==> src/rtl/fbc_pkg.sv <==
// Package: shared types for the frame bit counter.
// Assumes nothing beyond standard SystemVerilog.
package fbc_pkg;
    typedef enum logic {
        MODE_CLOCKED = 1'b0,
        MODE_TWOWIRE = 1'b1
    } fbc_mode_e;
endpackage

==> src/rtl/fbc_wr_qual.sv <==
// Module: fbc_wr_qual
// Decides whether a length write is taken. A code of zero is always taken,
// and a nonzero code only while the serial clock line is low. A start
// pulse overrides any write. A rejected nonzero write sets a sticky error.
// Assumes wr_en is a one-cycle strobe in the clk domain.
module fbc_wr_qual #(
    parameter int CODE_W = 3
) (
    input  logic              clk,
    input  logic              rst_n,
    input  logic              start_det,
    input  logic              wr_en,
    input  logic [CODE_W-1:0] wr_data,
    input  logic              sck_level,
    output logic              wr_accept,
    output logic              wr_err
);
    logic nonzero;
    logic reject;

    // Classify the write attempt in this cycle.
    always_comb begin
        nonzero   = |wr_data;
        wr_accept = wr_en && !start_det && (!nonzero || !sck_level);
        reject    = wr_en && !start_det && nonzero && sck_level;
    end

    // Sticky error flag, cleared only by reset.
    always_ff @(posedge clk) begin
        if (!rst_n)
            wr_err <= 1'b0;
        else if (reject)
            wr_err <= 1'b1;
    end
endmodule

==> src/rtl/fbc_len_reg.sv <==
// Module: fbc_len_reg
// Holds the programmed length code. Order of precedence: start clears it,
// an accepted write loads it, and the end of a frame clears it.
// Assumes frame_end is already qualified against start and write.
module fbc_len_reg #(
    parameter int CODE_W = 3
) (
    input  logic              clk,
    input  logic              rst_n,
    input  logic              start_det,
    input  logic              wr_accept,
    input  logic [CODE_W-1:0] wr_data,
    input  logic              frame_end,
    output logic [CODE_W-1:0] code
);
    // Length code register with auto-clear.
    always_ff @(posedge clk) begin
        if (!rst_n)
            code <= '0;
        else if (start_det)
            code <= '0;
        else if (wr_accept)
            code <= wr_data;
        else if (frame_end)
            code <= '0;
    end
endmodule

==> src/rtl/fbc_pos_ctr.sv <==
// Module: fbc_pos_ctr
// Counts the serial clock strobes of the current frame. The frame length is
// data_len, plus one when two-wire mode adds the acknowledge bit. On the
// final strobe it wraps to zero and raises frame_done for one cycle.
// Assumes data_len is 1..2**CODE_W and twowire is steady within a frame.
module fbc_pos_ctr #(
    parameter int CODE_W = 3,
    parameter int POS_W  = 4
) (
    input  logic             clk,
    input  logic             rst_n,
    input  logic             start_det,
    input  logic             wr_accept,
    input  logic             sck_rise,
    input  logic             twowire,
    input  logic [POS_W-1:0] data_len,
    output logic [POS_W-1:0] pos,
    output logic             frame_end,
    output logic             frame_done
);
    logic [POS_W-1:0] frame_len;
    logic             last_bit;

    // Frame length and final-strobe detection.
    always_comb begin
        frame_len = data_len + {{(POS_W-1){1'b0}}, twowire};
        last_bit  = sck_rise && (pos == frame_len - POS_W'(1));
        frame_end = last_bit && !start_det && !wr_accept;
    end

    // Position counter and registered completion pulse.
    always_ff @(posedge clk) begin
        if (!rst_n) begin
            pos        <= '0;
            frame_done <= 1'b0;
        end else begin
            frame_done <= 1'b0;
            if (start_det || wr_accept) begin
                pos <= '0;
            end else if (sck_rise) begin
                if (last_bit) begin
                    pos        <= '0;
                    frame_done <= 1'b1;
                end else begin
                    pos <= pos + POS_W'(1);
                end
            end
        end
    end
endmodule

==> src/rtl/frame_bitcount.sv <==
// Module: frame_bitcount (top)
// Serial frame bit counter with a programmable data length and an optional
// acknowledge bit. It joins write qualification, the length register and
// the position counter, and decodes the readback and acknowledge slot.
// Assumes all inputs are synchronous to clk and that strobes last one cycle.
module frame_bitcount #(
    parameter int CODE_W = 3
) (
    input  logic              clk,
    input  logic              rst_n,
    input  logic              sck_rise,
    input  logic              sck_level,
    input  logic              start_det,
    input  logic              twowire_mode,
    input  logic              wr_en,
    input  logic [CODE_W-1:0] wr_data,
    output logic [CODE_W-1:0] count_q,
    output logic              ack_slot,
    output logic              frame_done,
    output logic              wr_err
);
    import fbc_pkg::*;

    localparam int MAX_DATA = 1 << CODE_W;
    localparam int POS_W    = $clog2(MAX_DATA + 2);
    localparam logic [POS_W-1:0] FULL_LEN = POS_W'(MAX_DATA);

    fbc_mode_e         mode;
    logic              wr_accept;
    logic              frame_end;
    logic [CODE_W-1:0] code;
    logic [POS_W-1:0]  pos;
    logic [POS_W-1:0]  data_len;

    // Mode decode from the plain input pin.
    always_comb mode = fbc_mode_e'(twowire_mode);

    fbc_wr_qual #(.CODE_W(CODE_W)) u_wr_qual (
        .clk       (clk),
        .rst_n     (rst_n),
        .start_det (start_det),
        .wr_en     (wr_en),
        .wr_data   (wr_data),
        .sck_level (sck_level),
        .wr_accept (wr_accept),
        .wr_err    (wr_err)
    );

    fbc_len_reg #(.CODE_W(CODE_W)) u_len_reg (
        .clk       (clk),
        .rst_n     (rst_n),
        .start_det (start_det),
        .wr_accept (wr_accept),
        .wr_data   (wr_data),
        .frame_end (frame_end),
        .code      (code)
    );

    // Code to data length: zero means the full width.
    always_comb begin
        if (code == '0)
            data_len = FULL_LEN;
        else
            data_len = {{(POS_W-CODE_W){1'b0}}, code};
    end

    fbc_pos_ctr #(.CODE_W(CODE_W), .POS_W(POS_W)) u_pos_ctr (
        .clk        (clk),
        .rst_n      (rst_n),
        .start_det  (start_det),
        .wr_accept  (wr_accept),
        .sck_rise   (sck_rise),
        .twowire    (mode == MODE_TWOWIRE),
        .data_len   (data_len),
        .pos        (pos),
        .frame_end  (frame_end),
        .frame_done (frame_done)
    );

    // Readback of remaining data bits (mod 2**CODE_W) and ack slot decode.
    always_comb begin
        if (pos < data_len)
            count_q = data_len[CODE_W-1:0] - pos[CODE_W-1:0];
        else
            count_q = '0;
        ack_slot = (mode == MODE_TWOWIRE) && (pos == data_len);
    end
endmodule

==> config.mk <==
export PLATFORM = sky130hd
export DESIGN_NAME = frame_bitcount
export DESIGN_NICKNAME = d
export VERILOG_FILES = /design/src/rtl/fbc_pkg.sv /design/src/rtl/fbc_wr_qual.sv /design/src/rtl/fbc_len_reg.sv /design/src/rtl/fbc_pos_ctr.sv /design/src/rtl/frame_bitcount.sv
export SDC_FILE = /design/constraint.sdc
export NUM_CORES = 1
export LEC_CHECK = 0
export BUFFER_PORTS_ARGS = -buffer_cell sky130_fd_sc_hd__buf_2
export CELL_PAD_IN_SITES_DETAIL_PLACEMENT = 1
export CELL_PAD_IN_SITES_GLOBAL_PLACEMENT = 2
export CORE_UTILIZATION = 27
export DETAILED_ROUTE_END_ITERATION = 10
export PLACE_DENSITY_LB_ADDON = 0.1
export SETUP_SLACK_MARGIN = 0.5
export SLEW_MARGIN = 5
export SYNTH_ARGS = -nofsm -noshare
export SYNTH_HDL_FRONTEND = slang
export SYNTH_SLANG_ARGS = --single-unit
==> constraint.sdc <==
create_clock -name clk -period 1.8 [get_ports clk]
set_input_delay 0.36 -clock clk [delete_from_list [all_inputs] [get_ports clk]]
set_output_delay 0.36 -clock clk [all_outputs]
set_load 0.005 [all_outputs]
; ---- Word-level counts from Yosys, hierarchy flattened
; Index checks and enable logic that the tools add are counted.
[op_classes]
mux = 6
n_eq_ne = 2
add_sub_neg = 4
bitwise = 2
reduce_logical = 20
magnitude_cmp = 1
[op_table]
columns = cell, n
row1 = $mux W3, 3
row2 = $eq A4 B4 Y1, 2
row3 = $logic_and A1 B1 Y1, 8
row4 = $mux W4, 2
row5 = $reduce_or A3 Y1, 2
row6 = $add A4 B1 Y4, 1
row7 = $add A4 B1 Y4 const B, 1
row8 = $logic_not A1 Y1, 4
row9 = $lt A4 B4 Y1, 1
row10 = $reduce_or A2 Y1, 2
row11 = $sub A4 B1 Y4 const B, 1
row12 = $logic_not A3 Y1, 1
row13 = $sub A3 B3 Y3, 1
row14 = $logic_or A1 B1 Y1, 2
row15 = $not A1 Y1, 2
row16 = $reduce_bool A2 Y1, 1
row17 = $mux W1, 1
[totals]
register_bits = 9
word_cells = 39
in_bits = 10
output_inout_bits = 6

; ---- Logic depth before layout (Yosys ltp)
[depth]
ltp_word = 10
ltp_mapped = 7
depth_no_buf = 7

; ---- Modules after synthesis
; A second synthesis with hierarchy kept.
[hier_totals]
cells_unflattened = 80
area_unflattened_um2 = 716.9
[modules_own_cells]
columns = module, seq_area_each_um2, instances, cells_per_inst, area_per_inst_um2
row1 = fbc_pos_ctr, 100.1, 1, 33, 315.3
row2 = frame_bitcount, 0.0, 1, 27, 219.0
row3 = fbc_len_reg, 60.1, 1, 13, 118.9
row4 = fbc_wr_qual, 20.0, 1, 7, 63.8

; ---- Least setup slack after synthesis
; OpenSTA, ideal clock, no wires.
[synth_path]
kind = reg2out
from = register u_pos_ctr.pos[1]
to = output port count_q[2]
setup_slack_ns = -0.015
required_ns = 1.440
t_arrival_ns = 1.455
stages_incl_launch_ff = 7
path_buffers = 0
cell_sequence = dfxtp_1 -> inv_1 -> ha_1 -> nor2b_1 -> o21a_1 -> o21a_1 -> nor3_1
[synth_between]
elab_chain_cells = 2
elab_cells_between_ends = 3
cone_classes = add/sub (1) / order compare (1) / mux (1)
[synth_rtl]
columns = element, line_no
row1 = start: declaration, fbc_pos_ctr.sv:17  ; output logic [POS_W-1:0] pos,
row2 = start signal: assignment, fbc_pos_ctr.sv:45  ; pos <= pos + POS_W'(1);
row3 = $lt A4 B4 Y1 / $sub A3 B3 Y3 (equally long branches), "frame_bitcount.sv:82, frame_bitcount.sv:83"
row4 = $mux W3 (*), frame_bitcount.sv:82  ; if (pos < data_len)
row5 = end: declaration, frame_bitcount.sv:17  ; output logic [CODE_W-1:0] count_q,
; Mark *: on every way between the ends. The rest lies on a longest branch, timed or not.

; ---- Worst setup path in the final report
[layout_path]
from = register u_pos_ctr.pos[1]
to = output port count_q[1]
; The elaborated chain is that of the path after synthesis.

==> flow_metrics.env <==
export IMPL_cts_hold_buf=0
export IMPL_syn_avg_cell_area_um2=9.018
export IMPL_drc=0
export IMPL_ys_types=29
export IMPL_clock_sinks=9
export IMPL_root_buffer="clkbuf_4"
export IMPL_synth_seq_cells=9
export IMPL_final_cell_area_um2=1077
export IMPL_yosys_warnings=0
export IMPL_numCtsBuffers=3
export IMPL_insertedDiodeCount=0
export IMPL_relSlewSlack_pct=55.43
export IMPL_cp_max_fo=3
export IMPL_start_util_pct=28.29
export IMPL_fin_crit_sh_pct=111.6
export IMPL_dpl_hpwl_mm=1.502
export IMPL_die_area_um2=2779
export IMPL_fmax_mhz=497.7
export IMPL_violations="setup timing"
export IMPL_final_common_cell="buf_2"
export IMPL_htree_levels=1
export IMPL_r2r_start="u_len_reg.code[0]"
export IMPL_grt_max_degree=9
export IMPL_period_minus_slack_ps=2009
export IMPL_drt_initial_drc_count=9
export IMPL_p_per_area_nw_per_um2=467.2
export IMPL_cp_arrival_ps=1650
export IMPL_ctsLongestPathBuffers=2
export IMPL_rows=18
export IMPL_crit_required_ps=1440
export IMPL_placed_cell_area_um2=904.6
export IMPL_tightestPinTransition_ps=662.4
export IMPL_antenna_found_initial=0
export IMPL_critical_path_startpoint="u_pos_ctr.pos[1]"
export IMPL_first_pass_iters=3
export IMPL_layout_common_cells="buf_2 (15), buf_4 (7), ha_4 (6)"
export IMPL_final_core_util_pct=43.88
export IMPL_antenna_left=0
export IMPL_die_y_um=52.72
export IMPL_r2r_end="u_len_reg.code[2]"
export IMPL_p_sw_w=0.0001501
export IMPL_rr_worst_depth=7
export IMPL_fin_worst_skew_ps=0.5056
export IMPL_via_per_inst=4.962
export IMPL_syn_num_nets=97
export IMPL_grt_overflow=0
export IMPL_reg2reg_slack_ps=50
export IMPL_clk_latency_ps=270
export IMPL_routed_wl_mm=1.886
export IMPL_syn2layout_area_growth_pct=55.13
export IMPL_slew_violations=0
export IMPL_power_share_combinational_pct=26.5
export IMPL_wl_per_cell_um=14.40
export IMPL_min_path_cells=2
export IMPL_p_leak_nw=0.4432
export IMPL_ir_worst_vdd_mv=0.3023
export IMPL_track_usage_pct=17.08
export IMPL_ios=16
export IMPL_path_class="reg -> out"
export IMPL_seqPwrFrac_pct=41.0
export IMPL_fillers=282
export IMPL_grt_first_pass_wirelength_mm=3.325
export IMPL_power_total_w=0.0005033
export IMPL_layout_nets=122
export IMPL_outcome="finished, violations left"
export IMPL_multiInputGateArea_um2=644.4
export IMPL_final_setup_viol_count=3
export IMPL_clkTransAtPathRegs_ps=60
export IMPL_maxCapViolations=0
export IMPL_gp_congestion=0.7262
export IMPL_crit_path_start_kind="register"
export IMPL_core_area_um2=2455
export IMPL_p_clk_share_pct=32.5
export IMPL_syn_inst=77
export IMPL_crit_path_end_kind="output pin"
export IMPL_regArea_um2=193.9
export IMPL_syn_cell_area_um2=694.4
export IMPL_vias=650
export IMPL_hold_violations=0
export IMPL_internal_power_w=0.0003532
export IMPL_grt_pass1_vias=704
export IMPL_rsz0062_at_grt="yes"
export IMPL_cts_tree="yes"
export IMPL_drive_gt1_share_pct=59.41
export IMPL_critPathCapture="count_q[1]"
export IMPL_seq_area_frac_synth_pct=25.95
export IMPL_port_buffers=15
export IMPL_timing_final_ws_setup_ps=-209.3
export IMPL_swShare_pct=29.82
export IMPL_hold_class="in -> reg"
export IMPL_die_w_um=52.72
[state kept, by name, indices dropped and copies added (netlist names)]
name	count
u_len_reg.code	3
u_pos_ctr.frame_done	1
u_pos_ctr.pos	4
u_wr_qual.wr_err	1
[kinds of logic after synthesis]
family,share of synthesized area [%]
DFF,25.95
and+or+nand+nor,19.82
AOI/OAI and AO/OA,18.92
buffers and inverters,5.406
xor gates and xnor gates,10.81
adders and majority gates,19.10
[worst max-delay path, stage by stage, from the launching register on]
cell and delay [ps]:
dfxtp_4 360, inv_4 40, ha_4 220, nor2b_4 120, o21a_1 160, o21a_2 220
nor3_2 140, buf_2 120
[synthesized netlist by cell type, drive strengths merged]
cell type,n,area share [%]
nand3,2,1.4
a211oi,1,1.1
a311oi,1,2.2
a211o,1,1.3
a31oi,1,0.90
fa,1,2.9
nand4,2,1.8
o21a,3,3.2
a32o,1,1.4
ha,9,16
nor4bb,1,1.4
and4,1,1.6
xnor3,1,3.2
or4,1,1.1
xor2,6,7.6
o31a,1,1.4
and4b,1,1.4
nor3,4,2.9
inv,7,3.8
nor2b,1,0.90
nand2,5,2.7
nor4,2,1.8
dfxtp,9,26
clkbuf,3,1.6
nor2,5,2.7
o21ai,3,2.2
a22o,1,1.3
o31ai,3,4.0
[metrics by stage]
stage	cells	setup WS [ps]	hold WS [ps]	setup TNS, ps
detailed placement	124	-105.0	455.0	-494.6
finish	131	-209.3	319.0	-540.1
global placement	124	-37.01	451.1	-107.7
floorplan	77	147.8	464.5	0
global route	131	-285.5	310.9	-1044
CTS	130	-202.6	310.3	-603.4
[power groups by stage]
stage | clock, W | combinational [W] | sequential, W
after floorplan | 0 | 0.0000723 | 0.000212
after global placement | 0 | 0.000107 | 0.000212
after detailed placement | 0 | 0.000110 | 0.000213
after CTS | 0.000172 | 0.000130 | 0.000206
after global routing | 0.000184 | 0.000149 | 0.000207
final | 0.000164 | 0.000134 | 0.000206
[final cells by class]
cell class | instances | share of cell area, %
Tap cell | 30 | 3.484
Clock buffer | 4 | 2.439
Sequential cell | 9 | 18.00
Timing Repair Buffer | 23 | 12.89
Inverter | 7 | 3.368
Multi-Input combinational cell | 58 | 59.81
[timing repair]
item / in CTS / in global routing
pin swaps: 10 / 3
cloned: 0 / 0
setup buffers: 2 / 1
endpoints found under the setup margin: 12 / 12
resized for setup: 17 / 7
[metal layers]
layer	track usage (%)	wire length, um	vias to the layer above	share of wire [%]
met1	21.37	935	308	50
met5	0	0	-	0
met3	6.087	61	4	3.2
li1	-	-	329	-
met4	5.263	23	0	1.2
met2	27.00	865	9	46
[how the worst min path moves through the flow]
| stage | from | end | slack (ps) |
|---|---|---|---|
| after detailed placement | u_wr_qual.wr_err | u_wr_qual.wr_err | 460 |
| after global placement | u_wr_qual.wr_err | u_wr_qual.wr_err | 450 |
| after floorplan | u_wr_qual.wr_err | u_wr_qual.wr_err | 460 |
| final | rst_n | u_wr_qual.wr_err | 320 |
| after CTS | rst_n | u_wr_qual.wr_err | 310 |
| after global routing | rst_n | u_wr_qual.wr_err | 310 |
(Power assumes the default switching activity.)
